### src/rtl/sfe_cfg_pkg.sv
package sfe_cfg_pkg;
  localparam int ADDR_W = 6;
  localparam int DATA_W = 8;
  localparam int N_COLOR = 3;
  localparam int GAIN_W = 6;

  localparam logic [5:0] A_SETUP1 = 6'h01;
  localparam logic [5:0] A_SETUP2 = 6'h02;
  localparam logic [5:0] A_SETUP3 = 6'h03;
  localparam logic [5:0] A_SRST   = 6'h04;
  localparam logic [5:0] A_ACYC   = 6'h05;
  localparam logic [5:0] A_ID     = 6'h06;
  localparam logic [5:0] A_TEST   = 6'h07;

  localparam logic [3:0] G_DAC  = 4'b1000;
  localparam logic [3:0] G_SIGN = 4'b1001;
  localparam logic [3:0] G_GAIN = 4'b1010;

  localparam logic [7:0] ID_VAL   = 8'h01;
  localparam logic [7:0] M_SETUP1 = 8'h0F;
  localparam logic [7:0] M_SETUP2 = 8'h7F;
  localparam logic [7:0] M_SETUP3 = 8'h03;
  localparam logic [7:0] D_SETUP1 = 8'h01;
  localparam logic [7:0] D_SETUP3 = 8'h02;

  // group write hit for color c: exact color code or the all-colors code 11
  function automatic logic color_hit(input logic [5:0] a, input logic [3:0] grp, input int c);
    return (a[5:2] == grp) && ((a[1:0] == 2'b11) || (a[1:0] == c[1:0]));
  endfunction

  // address outside every defined register or command
  function automatic logic is_unused(input logic [5:0] a);
    return !(((a >= 6'h01) && (a <= 6'h07)) || ((a[5:4] == 2'b10) && (a[3:2] != 2'b11)));
  endfunction
endpackage

### src/rtl/sfe_pin_sync.sv
module sfe_pin_sync #(
  parameter int W      = 1,
  parameter int STAGES = 2
) (
  input  logic         clk,
  input  logic         rst_n,
  input  logic [W-1:0] d,
  output logic [W-1:0] q
);
  logic [W-1:0] st [STAGES];

  generate
    for (genvar g = 0; g < STAGES; g++) begin : g_stage
      always_ff @(posedge clk or negedge rst_n) begin
        if (!rst_n) st[g] <= '0;
        else if (g == 0) st[g] <= d;
        else st[g] <= st[(g == 0) ? 0 : g-1];
      end
    end
  endgenerate

  assign q = st[STAGES-1];
endmodule

### src/rtl/sfe_ser_rx.sv
module sfe_ser_rx #(
  parameter int AW = 6,
  parameter int DW = 8
) (
  input  logic          clk,
  input  logic          rst_n,
  input  logic          en,
  input  logic          sck,
  input  logic          sen,
  input  logic          sdi,
  output logic          we,
  output logic [AW-1:0] addr,
  output logic [DW-1:0] data
);
  localparam int FW = AW + DW;
  localparam int CW = $clog2(FW + 2);

  logic          sck_q, sen_q;
  logic [FW-1:0] shreg;
  logic [CW-1:0] cnt;

  wire sck_rise = sck & ~sck_q;
  wire sen_rise = sen & ~sen_q;
  wire sen_fall = ~sen & sen_q;

  always_ff @(posedge clk or negedge rst_n) begin
    if (!rst_n) begin
      sck_q <= 1'b0;
      sen_q <= 1'b0;
      shreg <= '0;
      cnt   <= '0;
      we    <= 1'b0;
    end else begin
      sck_q <= sck;
      sen_q <= sen;
      we    <= 1'b0;
      if (en) begin
        if (sen_rise) cnt <= '0;
        else if (sen && sck_rise) begin
          shreg <= {shreg[FW-2:0], sdi};
          if (cnt != CW'(FW + 1)) cnt <= cnt + 1'b1;  // saturate past a full frame
        end
        if (sen_fall && (cnt == CW'(FW))) we <= 1'b1;
      end
    end
  end

  assign addr = shreg[FW-1:DW];
  assign data = shreg[DW-1:0];

  // a serial commit follows the falling edge of the frame enable
  p_commit_on_fall_r3: assert property (@(posedge clk) disable iff (!rst_n)
    we |-> (!sen_q && $past(sen_q)));
endmodule

### src/rtl/sfe_par_rx.sv
module sfe_par_rx #(
  parameter int AW = 6,
  parameter int DW = 8
) (
  input  logic          clk,
  input  logic          rst_n,
  input  logic          en,
  input  logic          stb,
  input  logic          dna,
  input  logic          rnw,
  input  logic [DW-1:0] bus,
  output logic          we,
  output logic [AW-1:0] addr,
  output logic [DW-1:0] data
);
  logic stb_q;
  wire  stb_end = stb & ~stb_q;

  always_ff @(posedge clk or negedge rst_n) begin
    if (!rst_n) begin
      stb_q <= 1'b1;
      addr  <= '0;
      data  <= '0;
      we    <= 1'b0;
    end else begin
      stb_q <= stb;
      we    <= 1'b0;
      if (en && stb_end && !rnw) begin
        if (!dna) addr <= bus[AW-1:0];
        else begin
          data <= bus;
          we   <= 1'b1;
        end
      end
    end
  end

  // a parallel write is taken only at strobe end while in write direction
  p_write_at_strobe_end_r5: assert property (@(posedge clk) disable iff (!rst_n)
    we |-> (stb_q && $past(!rnw && dna)));
endmodule

### src/rtl/sfe_regfile.sv
module sfe_regfile
  import sfe_cfg_pkg::*;
#(
  parameter int DW = 8,
  parameter int NC = 3,
  parameter int GW = 6
) (
  input  logic             clk,
  input  logic             rst_n,
  input  logic             we,
  input  logic [5:0]       waddr,
  input  logic [DW-1:0]    wdata,
  input  logic [5:0]       raddr,
  output logic [DW-1:0]    rdata,
  output logic [DW-1:0]    setup1,
  output logic [DW-1:0]    setup2,
  output logic [DW-1:0]    setup3,
  output logic [DW-1:0]    test,
  output logic [NC*DW-1:0] dac,
  output logic [NC-1:0]    sign,
  output logic [NC*GW-1:0] gain,
  output logic             acyc_pulse
);
  wire soft_clr = we && (waddr == A_SRST);

  always_ff @(posedge clk or negedge rst_n) begin
    if (!rst_n) begin
      setup1 <= D_SETUP1; setup2 <= '0; setup3 <= D_SETUP3; test <= '0;
      dac <= '0; sign <= '0; gain <= '0; acyc_pulse <= 1'b0;
    end else if (soft_clr) begin
      setup1 <= D_SETUP1; setup2 <= '0; setup3 <= D_SETUP3; test <= '0;
      dac <= '0; sign <= '0; gain <= '0; acyc_pulse <= 1'b0;
    end else begin
      acyc_pulse <= 1'b0;
      if (we) begin
        case (waddr)
          A_SETUP1: setup1 <= wdata & M_SETUP1;
          A_SETUP2: setup2 <= wdata & M_SETUP2;
          A_SETUP3: setup3 <= wdata & M_SETUP3;
          A_TEST:   test   <= wdata;
          A_ACYC:   acyc_pulse <= 1'b1;
          default: ;
        endcase
        for (int c = 0; c < NC; c++) begin
          if (color_hit(waddr, G_DAC, c))  dac[c*DW +: DW]  <= wdata;
          if (color_hit(waddr, G_SIGN, c)) sign[c]          <= wdata[0];
          if (color_hit(waddr, G_GAIN, c)) gain[c*GW +: GW] <= wdata[GW-1:0];
        end
      end
    end
  end

  always_comb begin
    rdata = '0;
    case (raddr)
      A_SETUP1: rdata = setup1;
      A_SETUP2: rdata = setup2;
      A_SETUP3: rdata = setup3;
      A_ID:     rdata = ID_VAL;
      A_TEST:   rdata = test;
      default: ;
    endcase
    for (int c = 0; c < NC; c++) begin
      if (raddr == {G_DAC, 2'(c)})  rdata = dac[c*DW +: DW];
      if (raddr == {G_SIGN, 2'(c)}) rdata = DW'(sign[c]);
      if (raddr == {G_GAIN, 2'(c)}) rdata = DW'(gain[c*GW +: GW]);
    end
  end

  wire [4*DW+NC*DW+NC+NC*GW-1:0] state_cat = {setup1, setup2, setup3, test, dac, sign, gain};

  // restart pulse is one cycle wide
  p_acyc_single_r9: assert property (@(posedge clk) disable iff (!rst_n)
    acyc_pulse |=> !acyc_pulse);
  // the restart command leaves register state alone
  p_acyc_no_state_r9: assert property (@(posedge clk) disable iff (!rst_n)
    (we && waddr == A_ACYC) |=> $stable(state_cat));
  // reset command restores defaults
  p_srst_defaults_r8: assert property (@(posedge clk) disable iff (!rst_n)
    soft_clr |=> (setup1 == D_SETUP1 && setup2 == '0 && setup3 == D_SETUP3 &&
                  test == '0 && dac == '0 && sign == '0 && gain == '0));
  // unmapped writes change nothing
  p_unused_write_r11: assert property (@(posedge clk) disable iff (!rst_n)
    (we && is_unused(waddr)) |=> $stable(state_cat));
  // unmapped reads return zero
  p_unused_read_r11: assert property (@(posedge clk) disable iff (!rst_n)
    is_unused(raddr) |-> (rdata == '0));
endmodule

### src/rtl/sfe_cfg_port.sv
module sfe_cfg_port
  import sfe_cfg_pkg::*;
#(
  parameter int DW          = DATA_W,
  parameter int AW          = ADDR_W,
  parameter int NC          = N_COLOR,
  parameter int GW          = GAIN_W,
  parameter int SYNC_STAGES = 2
) (
  input  logic             clk,
  input  logic             rst_n,
  input  logic             sen_stb,
  input  logic             sck_rnw,
  input  logic             sdi_dna,
  input  logic [DW-1:0]    bus_in,
  output logic [DW-1:0]    bus_out,
  output logic             bus_oe,
  output logic             par_mode,
  output logic [DW-1:0]    setup1_o,
  output logic [DW-1:0]    setup2_o,
  output logic [DW-1:0]    setup3_o,
  output logic [DW-1:0]    test_o,
  output logic [NC*DW-1:0] dac_o,
  output logic [NC-1:0]    dac_sign_o,
  output logic [NC*GW-1:0] pga_gain_o,
  output logic             acyc_restart
);
  localparam int ACW = $clog2(SYNC_STAGES + 1);
  localparam int RD_EN_BIT = 6;

  logic [DW+2:0] pins_s;
  logic          stb_s, rnw_s, dna_s;
  logic [DW-1:0] bus_s;

  sfe_pin_sync #(.W(DW + 3), .STAGES(SYNC_STAGES)) u_sync (
    .clk(clk), .rst_n(rst_n),
    .d({sen_stb, sck_rnw, sdi_dna, bus_in}), .q(pins_s));
  assign {stb_s, rnw_s, dna_s, bus_s} = pins_s;

  // link choice: taken once the synchronizer holds post-reset pin levels
  logic [ACW-1:0] arm_cnt;
  logic           armed;
  always_ff @(posedge clk or negedge rst_n) begin
    if (!rst_n) begin
      arm_cnt  <= '0;
      armed    <= 1'b0;
      par_mode <= 1'b0;
    end else if (!armed) begin
      if (arm_cnt == ACW'(SYNC_STAGES)) begin
        armed    <= 1'b1;
        par_mode <= stb_s;
      end else arm_cnt <= arm_cnt + 1'b1;
    end
  end

  logic          s_we, p_we;
  logic [AW-1:0] s_addr, p_addr;
  logic [DW-1:0] s_data, p_data;

  sfe_ser_rx #(.AW(AW), .DW(DW)) u_ser (
    .clk(clk), .rst_n(rst_n), .en(armed && !par_mode),
    .sck(rnw_s), .sen(stb_s), .sdi(dna_s),
    .we(s_we), .addr(s_addr), .data(s_data));

  sfe_par_rx #(.AW(AW), .DW(DW)) u_par (
    .clk(clk), .rst_n(rst_n), .en(armed && par_mode),
    .stb(stb_s), .dna(dna_s), .rnw(rnw_s), .bus(bus_s),
    .we(p_we), .addr(p_addr), .data(p_data));

  wire          wr_en   = par_mode ? p_we : s_we;
  wire [AW-1:0] wr_addr = par_mode ? p_addr : s_addr;
  wire [DW-1:0] wr_data = par_mode ? p_data : s_data;
  logic [DW-1:0] rd_data;

  sfe_regfile #(.DW(DW), .NC(NC), .GW(GW)) u_regs (
    .clk(clk), .rst_n(rst_n), .we(wr_en), .waddr(wr_addr), .wdata(wr_data),
    .raddr(test_o[AW-1:0]), .rdata(rd_data),
    .setup1(setup1_o), .setup2(setup2_o), .setup3(setup3_o), .test(test_o),
    .dac(dac_o), .sign(dac_sign_o), .gain(pga_gain_o), .acyc_pulse(acyc_restart));

  assign bus_oe  = armed && par_mode && rnw_s && test_o[RD_EN_BIT];
  assign bus_out = bus_oe ? rd_data : '0;

  // the link choice never changes once made
  p_mode_hold_r2: assert property (@(posedge clk) disable iff (!rst_n)
    (armed && $past(armed)) |-> $stable(par_mode));
  // bus driven only with read enable in parallel mode
  p_oe_gate_r10: assert property (@(posedge clk) disable iff (!rst_n)
    bus_oe |-> (par_mode && test_o[RD_EN_BIT]));
  // the serial link never drives the bus
  p_serial_quiet_r12: assert property (@(posedge clk) disable iff (!rst_n)
    !par_mode |-> !bus_oe);
endmodule

### config.mk
export PLATFORM = sky130hd
export DESIGN_NAME = sfe_cfg_port
export DESIGN_NICKNAME = d
export VERILOG_FILES = /design/src/rtl/sfe_cfg_pkg.sv /design/src/rtl/sfe_pin_sync.sv /design/src/rtl/sfe_ser_rx.sv /design/src/rtl/sfe_par_rx.sv /design/src/rtl/sfe_regfile.sv /design/src/rtl/sfe_cfg_port.sv
export SDC_FILE = /design/constraint.sdc
export NUM_CORES = 1
export LEC_CHECK = 0
export ABC_AREA = 1
export BUFFER_PORTS_ARGS = -buffer_cell sky130_fd_sc_hd__buf_2
export CAP_MARGIN = 20
export CORE_MARGIN = 5
export CORE_UTILIZATION = 32
export DETAILED_ROUTE_END_ITERATION = 8
export SYNTH_ARGS = -nofsm -noshare
export SYNTH_HDL_FRONTEND = slang
export SYNTH_HIERARCHICAL = 1
export SYNTH_SLANG_ARGS = --single-unit
### constraint.sdc
create_clock -name clk -period 2.7 [get_ports clk]
set_input_delay 0.405 -clock clk [delete_from_list [all_inputs] [get_ports clk]]
set_output_delay 0.405 -clock clk [all_outputs]
set_load 0.005 [all_outputs]
== Word-level counts from Yosys, hierarchy flattened ==
Cells that the tools add are included.
Word-level totals
  flip-flop bits (word level): 141
  bits of input ports: 13
  word-level logic and storage cells: 183
Cells by class
  $add $sub $neg: 2
  eq/ne operators: 29
  muxes and demuxes: 53
  bitwise operators: 12
  reduce and logical (&&, ||, !) cells: 59
Operators with widths (number)
  8-bit two-way mux: 26
  6-bit == test, second input constant: 9
  24-bit two-way mux: 2
  8-bit case mux with 5 select lines: 1
  18-bit two-way mux: 2
  2-bit AND reduction: 17
  2-bit nonzero test: 16
  6-bit by 3-bit == test with 1-bit output, second input constant: 5
  6-bit by 2-bit == test with 1-bit output, second input constant: 4
  6-bit two-way mux: 4
  1-bit logical AND: 18
  4-bit == test, second input constant: 4
  1-bit two-way mux: 13
  6-bit by 1-bit == test with 1-bit output, second input constant: 2
  4-bit two-way mux: 3
  1-bit NOT: 8
  2-bit == test, second input constant: 3
  3-bit two-way mux: 2
  3-bit AND reduction: 2
  4-bit by 1-bit adder with 4-bit output, second input constant: 1
  1-bit bitwise AND: 4
  4-bit != test, second input constant: 1
  1-bit logical OR: 3
  2-bit by 1-bit adder with 2-bit output, second input constant: 1
  other kinds (3): 4

== Longest topological paths before layout ==
  depth after elaboration: 12
  mapped depth: 16
  depth with buffers taken out: 14

== Cells and area by module ==
The synthesis kept the hierarchy.
Modules (own cells, without submodules)
  sfe_regfile: instances 1, cells an instance 435, area each 3505.9 µm², sequential area each 1679.1 µm²
  sfe_ser_rx: instances 1, cells an instance 108, area each 967.2 µm², sequential area each 525.5 µm²
  sfe_par_rx: instances 1, cells an instance 68, area each 680.7 µm², sequential area each 401.6 µm²
  sfe_pin_sync: instances 1, cells an instance 33, area each 633.1 µm², sequential area each 550.5 µm²
  sfe_cfg_port: instances 1, cells an instance 90, area each 520.5 µm², sequential area each 100.1 µm²

== Worst setup path after synthesis ==
No wires, ideal clock.
  kind: reg2reg
  from: register par_mode
  to: register u_regs.dac[12]
  library setup time: 131 ps
  arrival time: 2165 ps
  setup slack: 404 ps
  stages on the path, launching flop included: 11
  path buffers: 3
  period minus slack after synthesis: 2296 ps
  cell sequence: dfrtp_1 buf_6 buf_8 o21ai_0 inv_1 ha_1 o21ai_0 inv_1 a21oi_1 buf_2 o21ai_0
On the way
  word-level cells in the longest chain between the ends: 6
  elaborated cells on any way between the ends: 16
  classes of those cells: eq/ne: 4; mux: 6; reduce/logical: 6
Ends and longest elaborated chain
  from (decl): line sfe_cfg_port.sv:18  | output logic par_mode,
  from (signal assigned): line sfe_cfg_port.sv:51  | par_mode <= stb_s;
  6-bit two-way mux *: line sfe_cfg_port.sv:71  | wire [AW-1:0] wr_addr = par_mode ? p_addr : s_addr;
  via wr_addr[1]: line sfe_cfg_port.sv:71
  2-bit == test / 2-bit by 1-bit == test with 1-bit output (equally long branches): line sfe_cfg_pkg.sv:28  | return (a[5:2] == grp) && ((a[1:0] == 2'b11) || (a[1:0] == c[1:0]));
  1-bit logical OR: line sfe_cfg_pkg.sv:28
  1-bit logical AND: line sfe_cfg_pkg.sv:28
  2-bit nonzero test (no source line)
  2-bit AND reduction (no source line)
  to (signal, indexed assignment): line sfe_regfile.sv:45  | if (color_hit(waddr, G_DAC, c)) dac[c*DW +: DW] <= wdata;
  to (decl): line sfe_regfile.sv:19  | output logic [NC*DW-1:0] dac,
Mark *: on every way through the listed nets, which the timed path passes. The rest lies on a longest branch. The select of a mux whose other input is x is not followed.
A chain may end at the register's enable or synchronous reset.

== Worst setup path in the final report ==
  from: register u_regs.test[1]
  to: output port bus_out[3]
On the way
  word-level cells in the longest chain between the ends: 12
  elaborated cells on any way between the ends: 25
  classes of those cells: eq/ne: 14; mux: 11
Ends and longest elaborated chain
  from (decl): line sfe_regfile.sv:18  | output logic [DW-1:0] test,
  from (signal assigned): line sfe_regfile.sv:40  | A_TEST: test <= wdata;
  6-bit by 3-bit == test with 1-bit output (tied with other cells): line sfe_regfile.sv:55  | case (raddr)
  8-bit case mux with 5 select lines: line sfe_regfile.sv:55
  8-bit two-way mux: line sfe_regfile.sv:64  | if (raddr == {G_DAC, 2'(c)}) rdata = dac[c*DW +: DW];
  8-bit two-way mux: line sfe_regfile.sv:65  | if (raddr == {G_SIGN, 2'(c)}) rdata = DW'(sign[c]);
  8-bit two-way mux: line sfe_regfile.sv:66  | if (raddr == {G_GAIN, 2'(c)}) rdata = DW'(gain[c*GW +: GW]);
  8-bit two-way mux: line sfe_regfile.sv:64
  8-bit two-way mux: line sfe_regfile.sv:65
  8-bit two-way mux: line sfe_regfile.sv:66
  8-bit two-way mux: line sfe_regfile.sv:64
  8-bit two-way mux: line sfe_regfile.sv:65
  8-bit two-way mux *: line sfe_regfile.sv:66
  via rd_data[3]: line sfe_cfg_port.sv:73  | logic [DW-1:0] rd_data;
  8-bit two-way mux *: line sfe_cfg_port.sv:82  | assign bus_out = bus_oe ? rd_data : '0;
  to (decl): line sfe_cfg_port.sv:16  | output logic [DW-1:0] bus_out,
Mark *: on every way through the listed nets, which the timed path passes. The rest lies on a longest branch.

==> results.cfg <==
[die]
core-area_sq_um = 19460
start_util_pct = 32.41
dieArea_sq_um = 22620
fp.dieW_microns = 150.4
fp.dieH_microns = 150.4
num_rows = 51
ioPinCount = 101

[timing]
setup_violations = 0
hold_viol = 0
slew_viol_final = 0
fin_crit_sh_pct = 96.60
slew_headroom_pct = 52.62
rsz0062_at_grt = yes
fin_skew_ns = 0.009276
max_freq_mhz = 383.4
worst_pin_slew_ns = 0.7107
fin_crit_ns = 2.608
timing.hold.ws_ns = 0.005142

[route]
vias = 5050
vias_per_cell = 4.541
drc = 0
drt-initial-drc-count = 356
route.final.wire_length_microns = 16270
antenna_left = 0
wl_per_cell_microns = 14.63
drt_pre_antenna_iters = 4

[placed_design]
io_buffers = 89
gp_congestion = 0.8685
hpwl_microns = 11780

[cells_and_area]
insertedDiodeCount = 0
nNetsFinal = 854
fill_cells = 1951
area_growth_pct = 24.00
fin_util_pct = 40.19
drive_gt1_share_pct = 28.45

[global_routing]
grt_pass1_wl_microns = 25750
gr-usage-met1_pct = 20.44
use_met3_pct = 3.402
grt_pass1_vias = 4764
grt_use_total_pct = 14.77
antenna_found_initial = 0
busiest_layer = met2
grt-ovfl-total = 0
grt_max_degree = 78
met2_usage_pct = 22.85

[synth]
syn-cell-area_sq_um = 6307
synth_common_cells = nand2_1, dfrtp_1, inv_1
ys_ff_latch = 130
synthSimpleGateAreaFrac_pct = 26.74
netlist_instances = 734
synthMuxAreaShare_pct = 0
synth_xor_area_share_pct = 0.1389
yosysUniqueCellTypes = 38
syn_area_per_cell_sq_um = 8.593
synth_adder_area_share_pct = 1.389
yosys.area.top_type = dfrtp_1
yosys_warnings = 6
synthArstFlopShare_pct = 100.0
synth.most_common_cell = nand2_1
synth_edf_count = 0
yosys-top-cells-area = dfrtp_1, nand2_1, inv_1
ys_seq_area_share_pct = 51.64
synth_top_area_share_pct = 50.39
synth_top_family_by_area = simple AND/OR/NAND/NOR gates
yosys_most_used_dff = dfrtp_1
synth_compound_area_share_pct = 9.125

[clock_network]
cts-root-buf = clkbuf_16
htreeDepth = 4
hold_buffers = 0
numCtsBuffers = 17
clock_path_buffers = 2
path_clk_slew_ns = 0.05
cts_tree = yes
clock_sinks = 130
clock_latency_ns = 0.42

[run]
maxCapViolations = 0

[power]
power_density_nw_per_um2 = 675.3
p_leak_nw = 3.900
vdd_drop_max_mv = 0.5013

[critical_path]
reg2reg_setup_slack_ns = 0.35
cp-start-kind = flop
critical_path.endpoint = bus_out[3]
crit_arrival_ns = 2.20
r2r-start = par_mode
crit_start = u_regs/test[1]
cp.required_ns = 2.30
crit_fanout = 5
reg2reg_depth = 10
worstSetupPathType = flop to primary output
endpoint_kind = primary output
worstReg2RegEnd = u_regs/gain[7]

[outcome]
outcome = completed

[hold_path]
hold_path.class = input pin to async pin
==> flip-flops by register name, indices dropped and copies added (netlist names) <==
register and count:
u_sync/st 11, u_regs/gain 18, u_ser/shreg 14, u_ser/sck_q 1, arm_cnt 2, u_par/addr 6
u_regs/setup3 2, u_regs/setup2 7, u_par/stb_q 1, u_par/we 1, par_mode 1, u_sync/q 11
u_regs/acyc_pulse 1, u_regs/dac 24, u_regs/setup1 4, u_ser/cnt 4, u_regs/test 8, u_ser/we 1
u_regs/sign 3, u_ser/sen_q 1, armed 1, u_par/data 8
==> layout make-up <==
type / instances / area [sq um] / share of cell area [%]
multi-input combinational: 486 / 2561 / 32.75
tap: 265 / 331.6 / 4.239
timing repair buffer: 113 / 644.4 / 8.239
inverter: 86 / 322.8 / 4.127
clock buffer: 19 / 442.9 / 5.663
sequential: 130 / 3263 / 41.72
clock inverter: 13 / 255.2 / 3.263
==> critical path: stages (launching register included) <==
cell,delay (ns)
dfrtp_2,0.40
buf_4,0.16
nand2_2,0.11
nor2_4,0.05
nand2_2,0.11
inv_2,0.08
nand2_1,0.06
nand2_1,0.07
a21oi_2,0.14
nand3_1,0.11
a21oi_2,0.15
nand4_1,0.09
inv_1,0.06
nor3_1,0.05
buf_2,0.15
==> worst min-delay path by stage <==
| stage | slack (ns) | from | endpoint |
|---|---|---|---|
| 2_1_floorplan | 0.11 | rst_n | arm_cnt[0] |
| 3_3_place_gp | 0.33 | u_sync/st[15] | u_sync/q[4] |
| 3_5_place_dp | 0.33 | u_sync/st[14] | u_sync/q[3] |
| 4_1_cts | 0.04 | rst_n | u_regs/setup2[2] |
| 5_1_grt | 0.06 | rst_n | u_regs/setup2[2] |
| 6_report | 0.005 | rst_n | u_regs/setup2[2] |
==> power by group <==
part | total [W] | leakage (nW) | internal, W | switching (W)
registers | 0.00216 | 1.71 | 0.00206 | 0.000100
logic | 0.000416 | 1.85 | 0.000130 | 0.000285
clock network | 0.00271 | 0.342 | 0.00185 | 0.000856
==> cells by family (layout without fill, tap and decap cells) <==
kind of cell             after synthesis  after routing
other                                  1             11
AO/OA/AOI/OAI                         99             99
buffers and inverters                128            231
XOR/XNOR                               1              1
adder cells (fa/ha/maj)                7              7
AND/OR/NAND/NOR                      368            368
flip-flops                           130            130
==> layer usage <==
metal,vias up,part of all wire [%]
met3,8,5.2
met5,-,0
li1,2521,-
met1,2394,47
met4,0,0.96
met2,127,47
==> cell usage in the layout, fill, tap and decap left out, drive strengths merged <==
cell type / synthesis / routed
nand2: 247 / 247
dfrtp: 127 / 127
buf: 39 / 113
inv: 86 / 87
o21ai: 84 / 84
nor2: 42 / 42
nand3: 36 / 36
nand4: 28 / 28
clkbuf: 3 / 19
nor3: 12 / 12
conb: 1 / 11
a21oi: 8 / 8
ha: 7 / 7
bufinv: 0 / 7
clkinv: 0 / 5
dfstp: 3 / 3
o31ai: 2 / 2
o22ai: 2 / 2
a221oi: 1 / 1
and2: 1 / 1
o2111ai: 1 / 1
nor3b: 1 / 1
and3: 1 / 1
a31oi: 1 / 1
xnor2: 1 / 1
==> timing repair <==
action                     CTS  global route
hold endpoints to repair     0             0
resized for setup           19            39
pin swaps                    2             5
setup endpoints to repair    8            10
buffers inserted             1            11
==> per-stage QoR <==
step           total power, W  setup slack [ns]  std cells  setup TNS [ns]  instance area, sq um
2_1_floorplan        0.002441            0.4037        744               0                  6345
3_3_place_gp         0.002589            0.1749       1068               0                  6853
3_5_place_dp         0.002597            0.1955       1068               0                  6853
4_1_cts              0.005324          0.002493       1101               0                  7619
5_1_grt              0.005512          -0.04033       1112         -0.1367                  7821
6_report             0.005282           0.09172       1112               0                  7821
Power figures use the tool's default switching activity.
